<file path="config.mk">
export PLATFORM = sky130hd
export DESIGN_NAME = fgmt_issue_sel
export DESIGN_NICKNAME = d
export VERILOG_FILES = /design/src/rtl/fgmt_issue_sel.sv
export SDC_FILE = /design/constraint.sdc
export NUM_CORES = 1
export LEC_CHECK = 0
export BUFFER_PORTS_ARGS = -buffer_cell sky130_fd_sc_hd__buf_2
export CAP_MARGIN = 30
export CORE_MARGIN = 3
export CORE_UTILIZATION = 54
export DETAILED_ROUTE_END_ITERATION = 10
export GPL_ROUTABILITY_DRIVEN = 0
export GPL_TIMING_DRIVEN = 0
export PLACE_DENSITY = 0.93
export SETUP_SLACK_MARGIN = 0.02
export SYNTH_ARGS = -nofsm -noshare
export SYNTH_HDL_FRONTEND = slang
export SYNTH_SLANG_ARGS = --single-unit
</file>
<file path="constraint.sdc">
create_clock -name clk -period 10.1 [get_ports clk]
set_input_delay 1.515 -clock clk [delete_from_list [all_inputs] [get_ports clk]]
set_output_delay 1.515 -clock clk [all_outputs]
set_load 0.02 [all_outputs]
</file>
<file path="src/rtl/fgmt_issue_sel.sv">
module fgmt_issue_sel #(
  parameter int NTHR = 4
) (
  input  logic            clk,
  input  logic            rst_n,
  input  logic [NTHR-1:0] thr_ready,
  input  logic [NTHR-1:0] spec_hit,
  input  logic [NTHR-1:0] miss_set,
  input  logic [NTHR-1:0] miss_clr,
  input  logic [NTHR-1:0] lat_set,
  input  logic [NTHR-1:0] lat_clr,
  output logic [NTHR-1:0] grant,
  output logic            grant_vld
);
  localparam int PW = (NTHR > 1) ? $clog2(NTHR) : 1;

  logic [NTHR-1:0] miss_q, lat_q, elig, tier;
  logic [PW-1:0]   ptr, sel_idx, nxt_ptr;

  assign elig = thr_ready & ~miss_q & ~lat_q;
  assign tier = (|(elig & ~spec_hit)) ? (elig & ~spec_hit) : (elig & spec_hit);

  always_comb begin
    grant     = '0;
    grant_vld = 1'b0;
    sel_idx   = '0;
    for (int k = 0; k < NTHR; k++) begin
      int j;
      j = int'(ptr) + k;
      if (j >= NTHR) j = j - NTHR;
      if (!grant_vld && tier[j]) begin
        grant_vld = 1'b1;
        grant[j]  = 1'b1;
        sel_idx   = PW'(j);
      end
    end
  end

  assign nxt_ptr = (sel_idx == PW'(NTHR - 1)) ? '0 : sel_idx + 1'b1;

  always_ff @(posedge clk) begin
    if (!rst_n) begin
      ptr    <= '0;
      miss_q <= '0;
      lat_q  <= '0;
    end else begin
      if (grant_vld) ptr <= nxt_ptr;
      miss_q <= miss_set | (miss_q & ~miss_clr);
      lat_q  <= lat_set | (lat_q & ~lat_clr);
    end
  end
endmodule

</file>
==> impl_results.md, run 1 <==
- Run status: finished, final reports clean
- Clock slew at the register clock pins of the worst setup and hold paths: 0.08 ns
- WL final: 2.66 mm
- DP Area: 0.00116 sq mm
- Fin area: 0.00120 sq mm
- Final min period: 5.43 ns
- Startpoint types: input port
- Arrival @ worst endpoint: 3.91 ns
- Layout Nets: 194
- Share of cells above drive strength 1: 31.4%
- Worst-Skew Late Latency: 0.27 ns
- GR peak layer: met2
- Ys async rst share: 0%
- Max-slew violations: 0
- Distinct cells, synth: 41
- Leakage: 0.560 nW
- Pwr dens: 230 mW/mm^2
- First-pass GRT wire length: 4.42 mm
- Average size of a mapped cell: 7.86 sq um
- Setup-failing EPs final: 0
- Post-CTS Setup Bufs: 0
- CTS Buf Count: 3
- Post-Syn Area: 982 sq um
- DIE HEIGHT: 48.7 um
- Inserted Diodes: 0
- Post-synthesis sequential area ratio: 20.4%
- Met3 global-route usage: 3.68%
- Worst Max-Slew Pin Slew: 0.790 ns
- Tcrit/Tclk final: 53.7%
- Min-delay worst type: flip-flop to flip-flop
- Yosys reg bits: 10
- GRT overflow: 0
- CTS H-Tree Depth: 1
- Port bufs: 30
- DR pass1 iterations: 4
- Placed insts: 179
- Die Span X: 48.7 um
- CTS Buffer Depth: 2
- Max-cap violations: 0
- Largest net degree at the start of global routing: 11
- CP Capture Type: primary output
- Vias: 1,109
- Synth area leader: dfxtp_1
- DPL Wire Length: 2.12 mm
- Final Hold Viols: 0
- Worst EP required: 8.59 ns
- WS Path Type: input port to primary output
- Post-CTS sizing: 0
- Initial Util: 60.9%
- Post-synth EDFFs: 0
- Most used DFF post-synth: dfxtp_1
- Area of the die: 0.00237 sq mm
- Top cells by count, synth: inv_1 (13), nor2_1 (13), a21oi_1 (11), dfxtp_1 (10), nand2_1 (10)
- Drt wl/cell: 14.5 um
- Antenna violations before repair: 0
- FILL cells: 130
- GR Layer Usage met2: 43.2%
- Post-synthesis net count: 159
- Peak supply drop: 122 uV
- Syn-to-layout area delta: 22.0%
- Via density: 6.06
- CTS root buffer: clkbuf_4
- Antenna-violating nets left: 0
- Max FO, Critical Path: 5
- Hold-fix buffers, CTS: 0
- DRT iter0 DRCs: 65
- Post-Synthesis Cells: 125
- CTS tree: built
- FP Rows: 14
- RSZ-0062 raised after global routing: false
- Worst rel slew slack: 46.6%
- Total power draw: 0.275 mW
- Max Clock Freq: 0.184 GHz
- Post-layout util: 74.4%
- Clock skew: 0.00684 ns
- Core area: 0.00161 sq mm
- Yosys warns: 0
- Met1 GRT Util: 26.3%
- Number of clock sinks: 10
- Finished Layout Cells: 183
- # IOs: 31
- Drc violations: 0
- Vias in the first global route: 1,021
- Global Route Usage Sum: 23.3%
- Synth top area share: 20.4%
- Setup TNS: 0 ns
- Synth area leaders: dfxtp_1 (20%), ha_1 (10%), a21oi_1 (5.6%)
-- layout by cell type, fill, tap and decap left out, types with 2 or more instances in the layout --
master / instances
nor3b_1: 2
o21ai_2: 2
dfxtp_1: 10
a311oi_2: 2
ha_1: 8
nand3_1: 4
a21oi_1: 11
nor3_1: 2
o21a_1: 3
inv_1: 13
o21ai_0: 6
a222oi_1: 4
mux2_2: 2
clkbuf_1: 2
buf_2: 31
nand2_1: 10
nor2_1: 13
nor4b_1: 4
o31a_1: 3
or3b_4: 2
clkbuf_4: 3
-- worst paths after layout --
kind	slack, ns	from	endpoint	cells after the start
worst min register to register	0.53	lat_q[2]	lat_q[2]	2
worst max-delay path	4.67	spec_hit[3]	grant[3]	9
worst max register to register	6.70	ptr[0]	ptr[0]	13
worst min-delay path	0.53	lat_q[2]	lat_q[2]	2
-- metrics by stage --
step | hold slack (ns) | setup WS (ns)
final | 0.531 | 4.67
after detailed placement | 0.504 | 4.77
after floorplan | 0.475 | 5.30
after global placement | 0.488 | 4.91
after global routing | 0.558 | 4.53
after CTS | 0.533 | 4.75
-- flip-flops by register name, indices dropped and copies added (netlist names) --
name	flops
lat_q	4
miss_q	4
ptr	2
-- routing by layer --
metal  routed length (um)  part of all wire, %
met4                   55                  2.1
met2                 1350                   51
met5                    0                    0
met1                 1060                   40
met3                  198                  7.4
-- where the power goes --
| part | switching [mW] | total, mW | internal (mW) |
|---|---|---|---|
| Combinational | 0.108 | 0.183 | 0.0755 |
| Clock | 0.0161 | 0.0381 | 0.0219 |
| Sequential | 0.00874 | 0.0540 | 0.0452 |
-- final cells by class --
| type | count | area (sq um) | share of cell area [%] |
|---|---|---|---|
| multi-input combinational | 98 | 717 | 59.8 |
| sequential | 10 | 200 | 16.7 |
| timing repair buffer | 30 | 150 | 12.5 |
| inverter | 14 | 52.6 | 4.38 |
| clock buffer | 4 | 36.3 | 3.03 |
| tap | 24 | 30.0 | 2.51 |
| buffer | 3 | 12.5 | 1.04 |
-- kinds of logic (layout without fill, tap and decap cells) --
group	after synthesis	in the layout	share of synthesized area, %
compound gates	40	40	30.7
fa+ha+maj	8	8	10.2
buf+inv	17	51	6.62
flops	10	10	20.4
mux	4	4	5.60
simple gates	46	46	26.5
-- critical path, stage by stage --
cell	delay, ns
buf_2	0.14
nor4b_1	0.70
o21ai_0	0.28
o21a_1	0.19
or3_1	0.31
a22oi_1	0.35
a222oi_1	0.18
nand2_1	0.07
buf_2	0.15
(Power assumes the default switching activity.)
==> run 2, diff against run 1 <==
Settings changed: ABC_AREA set to 1, CORE_UTILIZATION 54 to 52, PLACE_DENSITY 0.93 to 0.88.
Clock period 10.1 ns to 5.7 ns, I/O delays scaled along.
==> run 2 against run 1 <==
Die area rose by 16%. Combinational power rose by 140%. Worst setup slack got worse by 2.3 ns. Area after synthesis rose by 14%. First-iteration DRC count fell by 54%. Final cell count rose by 23%. Critical path depth rose by 7. Largest power group unchanged.
==> impl_results.md, run 2 <==
- Post-synthesis sequential area ratio: 17.9% (was 20.4%)
- DR pass1 iterations: 5 (was 4)
- Post-synthesis adder-cell area fraction: 8.96% (was 10.2%)
- Arrival @ worst endpoint: 2.46 ns (was 3.91 ns)
- Post-synth EDFFs: 0 (unchanged)
- Antenna violations before repair: 0 (unchanged)
- Tcrit/Tclk final: 58.2%
- Average size of a mapped cell: 6.77 sq um (was 7.86 sq um)
- CTS root buffer: clkbuf_4 (unchanged)
- Max FO, Critical Path: 6 (was 5)
- Min-delay worst type: flip-flop to flip-flop (unchanged)
- Slowest stage cell, crit path: buf_2 (was nor4b_1)
- Pre-CTS WS: 2.39 ns (was 4.77 ns)
- FILL cells: 171 (was 130)
- Pwr dens: 452 mW/mm^2 (was 230 mW/mm^2)
- RSZ-0062 raised after global routing: false (unchanged)
- Setup-failing EPs final: 0 (unchanged)
- CP Capture Type: primary output (unchanged)
- Core area: 0.00200 sq mm (was 0.00161 sq mm)
- Post-CTS sizing: 0 (unchanged)
- GRT overflow: 0 (unchanged)
- Post-synthesis simple-gate area fraction: 48.3% (was 26.5%)
- Worst Max-Slew Pin Slew: 0.364 ns (was 0.790 ns)
- Ys async rst share: 0% (unchanged)
- Peak supply drop: 310 uV (was 122 uV)
- Number of clock sinks: 10 (unchanged)
- Global Route Usage Sum: 20.1% (was 23.3%)
- Max-slew violations: 0 (unchanged)
- Top cell by count, worst path: nand2_1 (was buf_2)
- Distinct cells, synth: 24 (was 41)
- Initial Util: 55.8% (was 60.9%)
- Top flop regs: lat_q: 4 flops, miss_q: 4 flops, ptr: 2 flops (unchanged)
- # IOs: 31 (unchanged)
- Run status: finished, final reports clean (unchanged)
- Crit-path cells: buf_2 -> inv_1 -> nor2_2 -> nand3_4 -> nand2_4 -> nor2_8 -> nand2_1 -> nand3_1 -> nand2_1 -> nand2_2 -> nand2_4 -> nand4_2 -> inv_2 -> nand2_1 -> o2111ai_1 -> buf_2 (was buf_2 -> nor4b_1 -> o21ai_0 -> o21a_1 -> or3_1 -> a22oi_1 -> a222oi_1 -> nand2_1 -> buf_2)
- Commonest non-fill, non-tap cell in the layout: buf_2 (unchanged)
- Port bufs: 30 (unchanged)
- Most frequent cells in the layout: buf_2 (30), inv_1 (28), nand2_1 (23), nand3_1 (20), nor2_1 (18) (was buf_2 (31), inv_1 (13), nor2_1 (13), a21oi_1 (11))
- Antenna-violating nets left: 0 (unchanged)
- FP Rows: 16 (was 14)
- Worst EP required: 4.85 ns (was 8.59 ns)
- Vias in the first global route: 1,144 (was 1,021)
- Max Clock Freq: 0.301 GHz
- Drt wl/cell: 10.8 um (was 14.5 um)
- Synth area leader: dfxtp_1 (unchanged)
- Synth Area in XOR/XNOR: 0% (unchanged)
- CTS Buffer Depth: 2 (unchanged)
- Final Hold Viols: 0 (unchanged)
- WS Path Type: input port to primary output (unchanged)
- Most used DFF post-synth: dfxtp_1 (unchanged)
- Largest net degree at the start of global routing: 11 (unchanged)
- Via density: 5.19 (was 6.06)
- Worst rel slew slack: 75.7% (was 46.6%)
- Layout Nets: 234 (was 194)
- First-pass GRT wire length: 4.38 mm (was 4.42 mm)
- WL final: 2.43 mm (was 2.66 mm)
- Mux cell area share after synthesis: 0% (was 5.61%)
- Leakage: 0.743 nW (was 0.560 nW)
- Yosys warns: 0 (unchanged)
- Setup TNS: 0 ns (unchanged)
- CTS Buf Count: 3 (unchanged)
- Largest family of logic cells by synthesized area: simple AND/OR/NAND/NOR gates (was compound AO/OA/AOI/OAI gates)
- Top cells by count, synth: inv_1 (28), nand2_1 (23), nand3_1 (20), nor2_1 (18), dfxtp_1 (10) (was inv_1 (13), nor2_1 (13), a21oi_1 (11), dfxtp_1 (10), nand2_1 (10))
- Synth top area share: 17.9% (was 20.4%)
- Startpoint types: input port (unchanged)
- Final WS setup: 2.38 ns (was 4.67 ns)
- Most frequent cell after synthesis: inv_1
- Final min period: 3.32 ns
- CTS tree: built (unchanged)
- Syn-to-layout area delta: 19.7% (was 22.0%)
- Clock skew: 0.0102 ns (was 0.00684 ns)
- CP max stage delay: 0.21 ns (was 0.70 ns)
- Yosys reg bits: 10 (unchanged)
- Clock slew at the register clock pins of the worst setup and hold paths: 0.07 ns (was 0.08 ns)
- Max-cap violations: 0 (unchanged)
- Area of the die: 0.00274 sq mm (was 0.00237 sq mm)
- Die Span X: 52.4 um (was 48.7 um)
- Inserted Diodes: 0 (unchanged)
- Share of cells above drive strength 1: 35.7% (was 31.4%)
- Placed insts: 222 (was 179)
- Vias: 1,173 (was 1,109)
- Post-synthesis net count: 199 (was 159)
- Post-CTS Setup Bufs: 0 (unchanged)
- Post-Synthesis Cells: 165 (was 125)
- DRT iter0 DRCs: 30 (was 65)
- CTS H-Tree Depth: 1 (unchanged)
- Finished Layout Cells: 226 (was 183)
- Synth area leaders: dfxtp_1 (18%), inv_1 (9.4%), ha_1 (9.0%) (was dfxtp_1 (20%), ha_1 (10%), a21oi_1 (5.6%))
- Post-Syn Area: 0.00112 sq mm (was 982 sq um)
- DIE HEIGHT: 52.4 um (was 48.7 um)
- Worst-Skew Late Latency: 0.26 ns (was 0.27 ns)
- Drc violations: 0 (unchanged)
- Hold-fix buffers, CTS: 0 (unchanged)
- DPL Wire Length: 2.13 mm (was 2.12 mm)
- Post-synthesis compound-gate area fraction: 12.1% (was 30.7%)
-- run 2: per-layer routing --
| layer | up-vias | share of wire [%] | wire length [um] | global-route usage (%) |
|---|---|---|---|---|
| met5 | - | 0 | 0 | 0 |
| met4 | 0 | 1.7 | 42 | 5.53 |
| met3 | 6 | 7.5 | 182 | 3.42 |
| met2 | 54 | 51 | 1240 | 37.6 |
| met1 | 518 | 40 | 965 | 22.9 |
| li1 | 595 | - | - | - |
-- run 2: power breakdown --
part / total [mW] / internal (mW) / switching (mW)
clock: 0.0621 / 0.0387 / 0.0234
sequential: 0.0936 / 0.0806 / 0.0130
combinational: 0.448 / 0.154 / 0.294
-- run 2: critical path: cells and delay by family --
kind / cells / cell delay (ns)
simple gates: 11 / 1.06
buf+inv: 4 / 0.44
compound gates: 1 / 0.08
-- run 2: per-stage QoR --
stage | power (mW) | util [%] | hold WS (ns) | instance area [sq um]
5_1_grt | 0.666 | 66.8 | 0.558 | 1340
6_report | 0.604 | 66.8 | 0.520 | 1340
2_1_floorplan | 0.444 | - | 0.475 | 1120
3_3_place_gp | 0.522 | 65.0 | 0.487 | 1300
4_1_cts | 0.607 | 66.8 | 0.528 | 1340
3_5_place_dp | 0.543 | 65.0 | 0.508 | 1300
-- run 2: path summary, 6_finish.rpt --
check                    start  slack, ns       end  cells after the start
setup / recovery  thr_ready[1]       2.38  grant[2]                     16
hold / removal        lat_q[3]       0.52  lat_q[3]                      2
setup reg to reg        ptr[0]       3.28    ptr[1]                     13
hold reg to reg       lat_q[3]       0.52  lat_q[3]                      2
-- run 2: final cells by class --
class | instances | area (sq um) | area share (%)
sequential | 10 | 200 | 15.0
tap | 27 | 33.8 | 2.53
multi-input combinational | 118 | 774 | 57.9
clock buffer | 4 | 36.3 | 2.71
inverter | 36 | 135 | 10.1
timing repair buffer | 30 | 150 | 11.2
buffer | 1 | 7.51 | 0.561
-- run 2: cells by family (layout without fill, tap and decap cells) --
family                   Yosys count  in the layout
AO/OA/AOI/OAI                     22             22
buffers and inverters             37             71
adder cells (fa/ha/maj)            8              8
AND/OR/NAND/NOR                   88             88
flip-flops                        10             10
